`config.mk`:
```
export PLATFORM = sky130hd
export DESIGN_NAME = i2c_byte_shifter
export DESIGN_NICKNAME = d
export VERILOG_FILES = /design/src/rtl/bsr_pkg.sv /design/src/rtl/bsr_shift_core.sv /design/src/rtl/bsr_bit_counter.sv /design/src/rtl/bsr_arb_monitor.sv /design/src/rtl/i2c_byte_shifter.sv
export SDC_FILE = /design/constraint.sdc
export NUM_CORES = 1
export LEC_CHECK = 0
export BUFFER_PORTS_ARGS = -buffer_cell sky130_fd_sc_hd__buf_2
export CORE_MARGIN = 1
export CORE_UTILIZATION = 45
export DETAILED_ROUTE_END_ITERATION = 12
export PLACE_DENSITY = 0.77
export SYNTH_ARGS = -nofsm -noshare
export SYNTH_HDL_FRONTEND = slang
export SYNTH_SLANG_ARGS = --single-unit
```
`constraint.sdc`:
```
create_clock -name clk -period 1.45 [get_ports clk]
set_input_delay 0.145 -clock clk [delete_from_list [all_inputs] [get_ports clk]]
set_output_delay 0.145 -clock clk [all_outputs]
set_load 0.02 [all_outputs]
```
`src/rtl/bsr_pkg.sv`:
```
package bsr_pkg;
   typedef struct packed {
      logic load;
      logic sample;
      logic drive;
   } bsr_strobe_t;

   function automatic int unsigned bsr_cnt_width(input int unsigned bits);
      return (bits <= 2) ? 1 : $clog2(bits);
   endfunction
endpackage

```
`src/rtl/bsr_shift_core.sv`:
```
module bsr_shift_core
   import bsr_pkg::*;
#(
   parameter int unsigned DATA_W = 8
) (
   input  logic              clk,
   input  logic              rst_n,
   input  bsr_strobe_t       stb,
   input  logic [DATA_W-1:0] par_in,
   input  logic              ser_in,
   output logic [DATA_W-1:0] q
);
   logic [DATA_W-1:0] nxt;

   generate
      for (genvar b = 0; b < DATA_W; b++) begin : g_bit
         if (b == 0) begin : g_lsb
            always_comb begin
               if (stb.load)        nxt[b] = par_in[b];
               else if (stb.sample) nxt[b] = ser_in;
               else                 nxt[b] = q[b];
            end
         end else begin : g_upper
            always_comb begin
               if (stb.load)        nxt[b] = par_in[b];
               else if (stb.sample) nxt[b] = q[b-1];
               else                 nxt[b] = q[b];
            end
         end
      end
   endgenerate

   always_ff @(posedge clk) begin
      if (!rst_n) q <= '0;
      else        q <= nxt;
   end
endmodule

```
`src/rtl/bsr_bit_counter.sv`:
```
module bsr_bit_counter
   import bsr_pkg::*;
#(
   parameter int unsigned DATA_W = 8
) (
   input  logic        clk,
   input  logic        rst_n,
   input  bsr_strobe_t stb,
   output logic        done
);
   localparam int unsigned CNT_W = bsr_cnt_width(DATA_W);
   localparam logic [CNT_W-1:0] LAST = CNT_W'(DATA_W - 1);

   logic [CNT_W-1:0] cnt;

   always_ff @(posedge clk) begin
      if (!rst_n) begin
         cnt  <= '0;
         done <= 1'b0;
      end else if (stb.load) begin
         cnt  <= '0;
         done <= 1'b0;
      end else if (stb.sample) begin
         if (cnt == LAST) begin
            cnt  <= '0;
            done <= 1'b1;
         end else begin
            cnt  <= cnt + 1'b1;
            done <= 1'b0;
         end
      end else begin
         done <= 1'b0;
      end
   end
endmodule

```
`src/rtl/bsr_arb_monitor.sv`:
```
module bsr_arb_monitor
   import bsr_pkg::*;
(
   input  logic        clk,
   input  logic        rst_n,
   input  bsr_strobe_t stb,
   input  logic        tx_mode,
   input  logic        msb,
   input  logic        sda_in,
   output logic        sda_out,
   output logic        lost
);
   logic lost_set;

   assign lost_set = stb.sample && !stb.load && tx_mode && sda_out && !sda_in;

   always_ff @(posedge clk) begin
      if (!rst_n) begin
         lost    <= 1'b0;
         sda_out <= 1'b1;
      end else begin
         if (stb.load)     lost <= 1'b0;
         else if (lost_set) lost <= 1'b1;

         if (lost_set)       sda_out <= 1'b1;
         else if (stb.drive) sda_out <= (tx_mode && !lost) ? msb : 1'b1;
      end
   end
endmodule

```
`src/rtl/i2c_byte_shifter.sv`:
```
module i2c_byte_shifter
   import bsr_pkg::*;
#(
   parameter int unsigned DATA_W = 8
) (
   input  logic              clk,
   input  logic              rst_n,
   input  logic              load_en,
   input  logic [DATA_W-1:0] load_data,
   input  logic              sample_en,
   input  logic              drive_en,
   input  logic              sda_in,
   input  logic              tx_mode,
   output logic              sda_out,
   output logic [DATA_W-1:0] rd_data,
   output logic              byte_done,
   output logic              arb_lost
);
   generate
      if (DATA_W < 2) begin : g_bad_width
         $error("i2c_byte_shifter: DATA_W must be at least 2");
      end
   endgenerate

   bsr_strobe_t stb;
   assign stb = '{load: load_en, sample: sample_en, drive: drive_en};

   bsr_shift_core #(.DATA_W(DATA_W)) u_core (
      .clk    (clk),
      .rst_n  (rst_n),
      .stb    (stb),
      .par_in (load_data),
      .ser_in (sda_in),
      .q      (rd_data)
   );

   bsr_bit_counter #(.DATA_W(DATA_W)) u_cnt (
      .clk   (clk),
      .rst_n (rst_n),
      .stb   (stb),
      .done  (byte_done)
   );

   bsr_arb_monitor u_arb (
      .clk     (clk),
      .rst_n   (rst_n),
      .stb     (stb),
      .tx_mode (tx_mode),
      .msb     (rd_data[DATA_W-1]),
      .sda_in  (sda_in),
      .sda_out (sda_out),
      .lost    (arb_lost)
   );
endmodule

```
==> results of run 1 <==
==> where the power goes <==
| part | switching (mW) | leakage [nW] | total, mW | internal [mW] |
|---|---|---|---|---|
| registers | 0.0119 | 0.115 | 0.413 | 0.401 |
| clock network | 0.118 | 0.0138 | 0.215 | 0.0963 |
| logic | 0.0635 | 0.255 | 0.117 | 0.0533 |
==> through the flow <==
stage	worst slack (ps)	util	power [mW]
5_1_grt	252	0.583	0.785
2_1_floorplan	425	-	0.509
3_5_place_dp	325	0.566	0.540
3_3_place_gp	403	0.566	0.537
6_report	307	0.583	0.745
4_1_cts	310	0.583	0.747
==> worst paths after layout <==
path,slack (ps),start,endpoint
max,310,u_cnt.cnt[0],u_cnt.cnt[1]
min,140,rst_n,u_arb.sda_out
max reg2reg,310,u_cnt.cnt[0],u_cnt.cnt[1]
min reg2reg,460,u_arb.lost,u_arb.lost
==> critical path, delay by kind of cell (launching register included) <==
family                   cells  cell delay, ps
flip-flops                   1             330
AO/OA/AOI/OAI                1             170
AND/OR/NAND/NOR              1             160
adder cells (fa/ha/maj)      2             410
==> flip-flops by register name, indices dropped and copies added, names as in the netlist <==
name and count:
u_core.q 8, u_cnt.done 1, u_arb.sda_out 1, u_cnt.cnt 3
u_arb.lost 1
==> final cells by class <==
cell class / count / area (sq um)
Clock buffer: 3 / 22.5
Tap cell: 15 / 18.8
Multi-Input combinational cell: 50 / 327
Timing Repair Buffer: 25 / 125
Fill cell: 133 / 557
Inverter: 1 / 3.75
Sequential cell: 14 / 280
==> per-layer routing <==
layer / GRT usage / up-vias / wire (microns)
li1: - / 285 / -
met1: 0.224 / 249 / 597
met5: 0 / - / 0
met3: 0.0333 / 3 / 64
met2: 0.262 / 19 / 512
met4: 0.100 / 0 / 21
==> cells by family (layout without fill, tap and decap cells) <==
family          Yosys count  after routing
fa+ha+maj                 2              2
simple gates             26             26
mux                      10             10
compound gates           12             12
buf+inv                   6             29
flops                    14             14
==> layout by cell type, fill, tap and decap left out <==
cell | Yosys | routed
sky130_fd_sc_hd__o21ai_1 | 4 | 4
sky130_fd_sc_hd__a21oi_1 | 2 | 2
sky130_fd_sc_hd__dfxtp_1 | 14 | 14
sky130_fd_sc_hd__clkbuf_4 | 0 | 3
sky130_fd_sc_hd__nor2_1 | 4 | 4
sky130_fd_sc_hd__nand4b_1 | 1 | 1
sky130_fd_sc_hd__nand3b_1 | 1 | 1
sky130_fd_sc_hd__and2_1 | 8 | 8
sky130_fd_sc_hd__nand2_1 | 9 | 9
sky130_fd_sc_hd__ha_1 | 2 | 2
sky130_fd_sc_hd__nand4bb_1 | 1 | 1
sky130_fd_sc_hd__inv_1 | 1 | 1
sky130_fd_sc_hd__nand2b_1 | 2 | 2
sky130_fd_sc_hd__buf_2 | 1 | 25
sky130_fd_sc_hd__o211ai_1 | 1 | 1
sky130_fd_sc_hd__mux2i_1 | 10 | 10
sky130_fd_sc_hd__o21ai_0 | 5 | 5
==> results.toml, run 1 <==
[outcome]
run_status = "complete, no violations"

[drt]
drc_violation_total_after_the_first_tritonroute_iteration = 12
detail_route.first_pass.iterations = 4
number_of_nets_still_failing_antenna_checks_after_routing = 0
via_per_inst = 5.15
remaining_drc_errors = 0
vias = 556
wire_per_inst_microns = 11.1
route.final.wire_length_mm = 1.20

[grt]
grtUsageTotal = 0.173
overflow = 0
wire_length_of_the_first_global_routing_pass_mm = 1.86
number_of_antenna_violations_at_the_first_check_in_global_routing = 0
first_global_vias = 463
grt_max_degree = 19

[worst_setup_path]
worst_ep_arrival_time_ps = 1340
crit_start_category = "register"
timing.critical_path.slowest_stage_cell = "sky130_fd_sc_hd__dfxtp_1"
worst-setup-path-type = "register to register"
worst_path_most_repeated_cell = "sky130_fd_sc_hd__ha_1"
crit_required_ps = 1650
ordered_cell_list_for_the_critical_path = "ha_1 > ha_1 > nand3b_1 > a21oi_1"
critical_path_peak_fanout = 3
critical-path-max-stage-delay_ps = 330
cp-end-kind = "register"
rr_worst_depth = 4

[logic_synthesis]
post_synth_xor_area_fraction = 0
post-synth-top-count-cell = "sky130_fd_sc_hd__dfxtp_1"
mappedNetlistArea_sq_um = 666
synth.avg_cell_area_sq_um = 9.51
yosys.area.top_type = "sky130_fd_sc_hd__dfxtp_1"
yosys-top-cells-area = "sky130_fd_sc_hd__dfxtp_1 42%, sky130_fd_sc_hd__mux2i_1 15%, sky130_fd_sc_hd__and2_1 7.5%"
ys_warn_count = 0
post_synth_mux_area_share = 0.150
synth-adder-area-share = 0.0376
synth.yosys.seq_area_share = 0.421
synth-simple-area-share = 0.209
synthDominantCellAreaShare = 0.421
synth_commonest_cells = "14 x sky130_fd_sc_hd__dfxtp_1, 10 x sky130_fd_sc_hd__mux2i_1, 9 x sky130_fd_sc_hd__nand2_1"
dominant_combinational_cell_family_by_area_after_synthesis = "simple AND/OR/NAND/NOR gates"
synth_fp_nets = 87
synth-compound-area-share = 0.0940
synthesized_flop_and_latch_total = 14
asyncSetResetFlopFracSynth = 0
syn-instance-count = 70
netlist-cell-type-count = 19
synth-edff-count = 0
dominantRegCellSynth = "sky130_fd_sc_hd__dfxtp_1"

[floorplanning]
floorplan.die.height_microns = 40.5
ios = 26
chipWidth_microns = 40.5
die-area_sq_um = 1640
floorplan.initialDensity = 0.499
placeable_core_area_sq_um = 1330
row_count = 13

[cts]
cts_root_buffer = "sky130_fd_sc_hd__clkbuf_4"
cts.path.max_buffers = 2
cts_hold_buffers = 0
tritoncts = "done"
postCtsSetupBuffers = 0
cts.sinks = 14
clk_pin_slew_worst_paths_ps = 80
clkLatencyLatePin_ps = 280
post_cts.resized_instances = 0
numCtsBuffers = 3
cts.htree.levels = 1

[power]
vdd_drop_max_uv = 472
power_density_nw_per_um2 = 958
power.static_leakage_nw = 0.383

[placement]
detailedPlacementHpwl_microns = 892
placedInstanceArea_sq_um = 754
numPortBuffers = 25
dp_cells = 105
gp_routability_congestion = 0.676

[cells_and_area]
final_net_count = 112
diodes = 0
post_route_cells_drive_above_1_share = 0.301
finalInstanceArea_sq_um = 777
finish.cell_count_without_fillers = 108
layout-area-overhead-vs-synth_pct = 16.7

[job]
number_of_max_capacitance_violations_reported = 0

[sta]
totalNegativeSetupSlack_ps = 0
min_period_over_period = 0.788
clock_skew_ps = 5.71
fmax_ghz = 0.875
final-setup-viol-count = 0
fin_hold_ws_ps = 142
timing_worst_slew_pin_value_ps = 346
grt_setup_unrepaired = "false"
hold_viol = 0
max-slew-margin-rel = 0.769
drv_slew = 0
fin_crit_ps = 1140

[hold_path]
min-delay-path-class = "primary input to register"
min_path_cells = 2
No activity file was read; power rests on OpenSTA's default activity.
==> run 2: changes to the inputs <==
Settings changed: CORE_UTILIZATION 45 to 41, PLACE_DENSITY 0.77 to 0.74.
Clock period 1.45 ns to 0.9 ns, I/O delays scaled along.
==> run 2 against run 1 <==
The run now ends with setup timing left. Utilization decreased by 1.4 points. Sequential power increased by 63%. Non-clock buffer count increased by 2. Via count increased by 3.4%. Global-route usage decreased by 1.6 points. Final cell count increased by 2.8%. Routed wire length increased by 2.8%. Register-to-register slack got worse by 390 ps. Sequential share of layout area decreased by 1.8 points. Clock skew decreased by 4.6 ps. Critical path depth unchanged.
==> results.toml, run 2 (synthesized netlist as in run 1, its figures left out) <==
[outcome]
run_status = "finished with violations"
failed_checks = "setup timing"

[sta]
min_period_over_period = 1.09
fin_crit_ps = 981
hold_viol = 0
setup_ws_ps = -80.6
clock_skew_ps = 1.13
max-slew-margin-rel = 0.826
drv_slew = 0
final-setup-viol-count = 3
fin_hold_ws_ps = 89.5
timing_worst_slew_pin_value_ps = 262
fmax_ghz = 1.02
grt_setup_unrepaired = "true"

[floorplanning]
floorplan.initialDensity = 0.442
row_count = 14
placeable_core_area_sq_um = 1510
die-area_sq_um = 1790
ios = 26
chipWidth_microns = 42.3
floorplan.die.height_microns = 42.3

[drt]
detail_route.first_pass.iterations = 4
number_of_nets_still_failing_antenna_checks_after_routing = 0
route.final.wire_length_mm = 1.23
via_per_inst = 5.18
wire_per_inst_microns = 11.1
drc_violation_total_after_the_first_tritonroute_iteration = 8
vias = 575
remaining_drc_errors = 0

[worst_setup_path]
r2r_start = "u_cnt.cnt[1]"
timing.critical_path.slowest_stage_cell = "sky130_fd_sc_hd__dfxtp_2"
cp-end-kind = "register"
regToRegEndpoint = "u_cnt.cnt[1]"
crit_start_category = "register"
reg2reg_setup_slack_ps = -80
critical-path-max-stage-delay_ps = 340
worst_path_most_repeated_cell = "sky130_fd_sc_hd__ha_4"
cpLargestDelayFamily = "flip-flops"
timing.critical_path.buf_inv = 0
crit_required_ps = 1100
worst_ep_arrival_time_ps = 1190
critical_path_depth = 4
ordered_cell_list_for_the_critical_path = "ha_4 > ha_4 > nand3b_1 > a21oi_1"
worst-setup-path-type = "register to register"
critical_path_peak_fanout = 3
rr_worst_depth = 4

[cells_and_area]
finish.utilization = 0.569
diodes = 0
final_net_count = 114
mostFrequentLayoutCell = "sky130_fd_sc_hd__buf_2"
post_route_cells_drive_above_1_share = 0.453
top_register = "u_core.q"
top_regs = "u_core.q: 8 flops, u_cnt.cnt: 3 flops"
finalInstanceArea_sq_um = 857
largest_register_ffs = 8
mostFrequentLayoutCells = "15 x sky130_fd_sc_hd__buf_2, 12 x sky130_fd_sc_hd__buf_4, 11 x sky130_fd_sc_hd__dfxtp_2"
layout-area-overhead-vs-synth_pct = 28.8

[cts]
clk_pin_slew_worst_paths_ps = 70
cts.htree.levels = 1
numCtsBuffers = 3
cts_root_buffer = "sky130_fd_sc_hd__clkbuf_4"
postCtsSetupBuffers = 0
clkLatencyLatePin_ps = 270
cts.sinks = 14
cts.path.max_buffers = 2
tritoncts = "done"

[placement]
numPortBuffers = 25
gp_routability_congestion = 0.720
placedInstanceArea_sq_um = 798
detailedPlacementHpwl_microns = 918

[hold_path]
min_delay_startpoint = "rst_n"
min_path_cells = 2
min-delay-path-class = "primary input to register"
worstHoldEndpoint = "u_arb.sda_out"

[power]
vdd_drop_max_uv = 919
fin_total_pwr_mw = 1.22
power_density_nw_per_um2 = 1430
power.static_leakage_nw = 0.394

[grt]
overflow = 0
grt_use_met1 = 0.181
number_of_antenna_violations_at_the_first_check_in_global_routing = 0
gr-usage-met3 = 0.0474
global_route.peak_usage_layer = "met2"
met2_track_utilization_from_global_routing = 0.252
wire_length_of_the_first_global_routing_pass_mm = 2.07
grt_max_degree = 19
grtUsageTotal = 0.157
first_global_vias = 514

[job]
number_of_max_capacitance_violations_reported = 0
==> run 2: worst max path at each step <==
stage               slack, ps    startpoint            to
finish                    -80  u_cnt.cnt[1]  u_cnt.cnt[1]
detailed placement        -70  u_cnt.cnt[1]  u_cnt.cnt[2]
CTS                       -90  u_cnt.cnt[1]  u_cnt.cnt[1]
global placement          -60  u_cnt.cnt[1]  u_cnt.cnt[1]
global route             -140  u_cnt.cnt[0]  u_cnt.cnt[1]
floorplan                 -50  u_cnt.cnt[0]  u_cnt.cnt[2]
==> run 2: power by group <==
group	switching, mW	internal, mW
Combinational	0.105	0.105
Clock	0.184	0.155
Sequential	0.0217	0.652
Total	0.311	0.912
==> run 2: worst reg2reg max path, cell delays in order (launching register included) <==
cell,delay [ps]
sky130_fd_sc_hd__dfxtp_2,340
sky130_fd_sc_hd__ha_4,160
sky130_fd_sc_hd__ha_4,150
sky130_fd_sc_hd__nand3b_1,140
sky130_fd_sc_hd__a21oi_1,120
==> run 2: stage by stage <==
step | setup TNS, ps | setup WS [ps] | std cells
after floorplan | -75.9 | -45.5 | 70
after global placement | -162 | -62.5 | 108
after detailed placement | -234 | -73.1 | 108
after CTS | -249 | -92.0 | 111
after global routing | -405 | -142 | 111
final | -220 | -80.6 | 111
==> run 2: per-layer routing <==
metal | up-vias | wire (microns)
li1 | 290 | -
met1 | 265 | 558
met2 | 16 | 580
met3 | 4 | 73
met4 | 0 | 19
met5 | - | 0
==> run 2: layout make-up <==
cell class,count,area [sq um]
Sequential cell,14,294
Tap cell,16,20.0
Fill cell,141,649
Clock buffer,3,22.5
Multi-Input combinational cell,50,352
Timing Repair Buffer,27,165
Inverter,1,3.75
==> run 2: timing repair <==
action,CTS,global route
hold buffers,0,0
endpoints found under the setup margin,8,12
gates resized for setup,6,13
pin swaps,2,1
==> run 3: changes to the inputs <==
Settings changed: ABC_AREA set to 1, CORE_UTILIZATION 41 to 42, PLACE_DENSITY 0.74 to 0.75, SYNTH_HIERARCHICAL set to 1.
==> run 3 against run 2 <==
Synthesized area increased by 3.8%. First-iteration DRC count increased by 50%. Maximum frequency increased by 0.11%. Largest power group unchanged. Count of clock-buffer cells in the layout increased by 1. Worst setup slack improved by 1.1 ps. Highest routed layer unchanged. The run still ends with setup timing left. Final cell count increased by 33%. Utilization increased by 6.2 points. Flip-flop and latch count unchanged. Routed wire length increased by 33%. Hold slack got worse by 9.9 ps. Die area increased by 1.2%.
==> results.toml, run 3 <==
[logic_synthesis]
synth-edff-count = 0
ys_warn_count = 6
synth.yosys.seq_area_share = 0.406
synth_fp_nets = 117
yosys-top-cells-area = "sky130_fd_sc_hd__dfxtp_1 41%, sky130_fd_sc_hd__nand2_1 20%, sky130_fd_sc_hd__nand3_1 10%"
synthDominantCellAreaShare = 0.406
syn-instance-count = 100
dominantRegCellSynth = "sky130_fd_sc_hd__dfxtp_1"
netlist-cell-type-count = 16
mappedNetlistArea_sq_um = 691
synthesized_flop_and_latch_total = 14
synth_commonest_cells = "37 x sky130_fd_sc_hd__nand2_1, 15 x sky130_fd_sc_hd__inv_1, 14 x sky130_fd_sc_hd__dfxtp_1, 14 x sky130_fd_sc_hd__nand3_1, 6 x sky130_fd_sc_hd__a21oi_1"
yosys.area.top_type = "sky130_fd_sc_hd__dfxtp_1"
synth.avg_cell_area_sq_um = 6.91
post-synth-top-count-cell = "sky130_fd_sc_hd__nand2_1"
asyncSetResetFlopFracSynth = 0

[cells_and_area]
post_route_cells_drive_above_1_share = 0.432
layout-area-overhead-vs-synth_pct = 39.3
mostFrequentLayoutCell = "sky130_fd_sc_hd__nand2_1"
number_of_fillers_in_the_final_layout = 159
final-seq-area_sq_um = 295
finish.utilization = 0.631
finish.cell_count_without_fillers = 148
diodes = 0
largest_register_ffs = 8
mostFrequentLayoutCells = "36 x sky130_fd_sc_hd__nand2_1, 15 x sky130_fd_sc_hd__buf_2, 15 x sky130_fd_sc_hd__buf_4"
final_net_count = 150
area_occupied_by_multi_input_gates_sq_um = 359
top_register = "u_core/q"
top_regs = "u_core/q: 8 flops, u_cnt/cnt: 3 flops"

[placement]
gp_routability_congestion = 0.761
dp_cells = 142
numPortBuffers = 25
detailedPlacementHpwl_mm = 1.15

[grt]
wire_length_of_the_first_global_routing_pass_mm = 2.68
first_global_vias = 692
number_of_antenna_violations_at_the_first_check_in_global_routing = 0
grt_max_degree = 16
grtUsageTotal = 0.198
overflow = 0

[worst_setup_path]
critical-path-max-stage-delay_ps = 340
timing.critical_path.slowest_stage_cell = "sky130_fd_sc_hd__dfxtp_2"
crit_start_category = "register"
ordered_cell_list_for_the_critical_path = "ha_4 > ha_4 > nand2_2 > a21oi_2"
critical_path_peak_fanout = 2
cp-end-kind = "register"
timing.critical_path.buf_inv = 0
worst_ep_arrival_time_ps = 1200
cpLargestDelayFamily = "adder cells"
worst-setup-path-type = "register to register"
crit_required_ps = 1120
worst_path_most_repeated_cell = "sky130_fd_sc_hd__ha_4"

[sta]
setup_ws_ps = -79.6
final-setup-viol-count = 3
drv_slew = 0
max-slew-margin-rel = 0.758
fmax_ghz = 1.02
timing_worst_slew_pin_value_ps = 364
clock_skew_ps = 1.55
totalNegativeSetupSlack_ps = -105
grt_setup_unrepaired = "true"
min_period_over_period = 1.09
hold_viol = 0
fin_crit_ps = 980

[drt]
drc_violation_total_after_the_first_tritonroute_iteration = 12
remaining_drc_errors = 0
wire_per_inst_microns = 11.1
via_per_inst = 4.80
number_of_nets_still_failing_antenna_checks_after_routing = 0
route.final.wire_length_mm = 1.64
vias = 711
detail_route.first_pass.iterations = 4

[power]
fin_total_pwr_mw = 1.39
power.static_leakage_nw = 0.517
vdd_drop_max_uv = 913
power_density_nw_per_um2 = 1440

[cts]
cts_hold_buffers = 0
cts.sinks = 14
cts.path.max_buffers = 2
numCtsBuffers = 3
cts_root_buffer = "sky130_fd_sc_hd__clkbuf_4"
clk_pin_slew_worst_paths_ps = 90
clkLatencyLatePin_ps = 270
tritoncts = "done"
cts.htree.levels = 1

[floorplanning]
ios = 26
floorplan.die.height_microns = 42.6
placeable_core_area_sq_um = 1520
row_count = 14
die-area_sq_um = 1810
floorplan.initialDensity = 0.453
chipWidth_microns = 42.6

[outcome]
failed_checks = "setup timing"
run_status = "finished with violations"

[hold_path]
min-delay-path-class = "primary input to register"

[job]
number_of_max_capacitance_violations_reported = 0
-- run 3: cell types whose count changed in the layout (fill, tap and decap cells not counted), moves of 3 or more --
cell,before,now
sky130_fd_sc_hd__o21ai_0,5,1
sky130_fd_sc_hd__mux2i_1,10,0
sky130_fd_sc_hd__o21ai_1,4,0
sky130_fd_sc_hd__nand3_1,0,14
sky130_fd_sc_hd__and2_1,8,0
sky130_fd_sc_hd__inv_1,1,14
sky130_fd_sc_hd__nand2_1,9,36
sky130_fd_sc_hd__inv_2,0,3
sky130_fd_sc_hd__buf_4,12,15
sky130_fd_sc_hd__a21oi_1,2,5
-- run 3: layer usage --
layer  vias up  share of wire  global-route usage
met3         2          0.032              0.0517
li1        371              -                   -
met2        13           0.54               0.342
met1       325           0.42               0.207
met4         0          0.010               0.138
met5         -              0                   0
-- run 3: cell families after synthesis --
logic type      after synthesis  synth area share
flops                        14             0.406
simple gates                 57             0.375
compound gates                8            0.0634
buf+inv                      19             0.120
fa+ha+maj                     2            0.0362
-- run 3: report_power, final --
group / leakage (nW) / internal (mW) / switching [mW]
Sequential: 0.119 / 0.654 / 0.0220
Combinational: 0.377 / 0.111 / 0.146
Clock: 0.0210 / 0.246 / 0.207
-- run 3: cell type report --
class | count | area share
inverters | 17 | 0.0663
repair buffers | 30 | 0.195
clock buffers | 4 | 0.0377
flip-flops and latches | 14 | 0.307
multi-input cells | 67 | 0.373
well taps | 16 | 0.0208
-- run 3: through the flow --
stage | setup WS (ps) | cell area [sq um] | hold WS, ps
6_report | -79.6 | 962 | 79.6
5_1_grt | -109 | 962 | 57.3
4_1_cts | -82.1 | 913 | 67.4
3_5_place_dp | -66.0 | 867 | 356
3_3_place_gp | -33.6 | 867 | 341
2_1_floorplan | -7.80 | 718 | 188
-- run 3: final timing paths --
kind | start | end | slack, ps | cells after the start
hold / removal | drive_en | u_arb/sda_out | 80 | 3
hold reg to reg | u_core/q[4] | u_core/q[4] | 480 | 2
setup reg to reg | u_cnt/cnt[0] | u_cnt/cnt[2] | -80 | 4
setup / recovery | u_cnt/cnt[0] | u_cnt/cnt[2] | -80 | 4
-- run 3: what timing repair did --
| item | CTS | global route |
|---|---|---|
| endpoints found under the setup margin | 7 | 13 |
| resized for setup | 5 | 18 |
| pin swaps | 1 | 3 |
| buffers inserted | 0 | 2 |
-- run 3: worst reg2reg max path: cells and delay by family, from the launching register on --
family                   cells  cell delay, ps
flip-flops                   1             340
adder cells (fa/ha/maj)      2             410
AND/OR/NAND/NOR              1              40
AO/OA/AOI/OAI                1             130
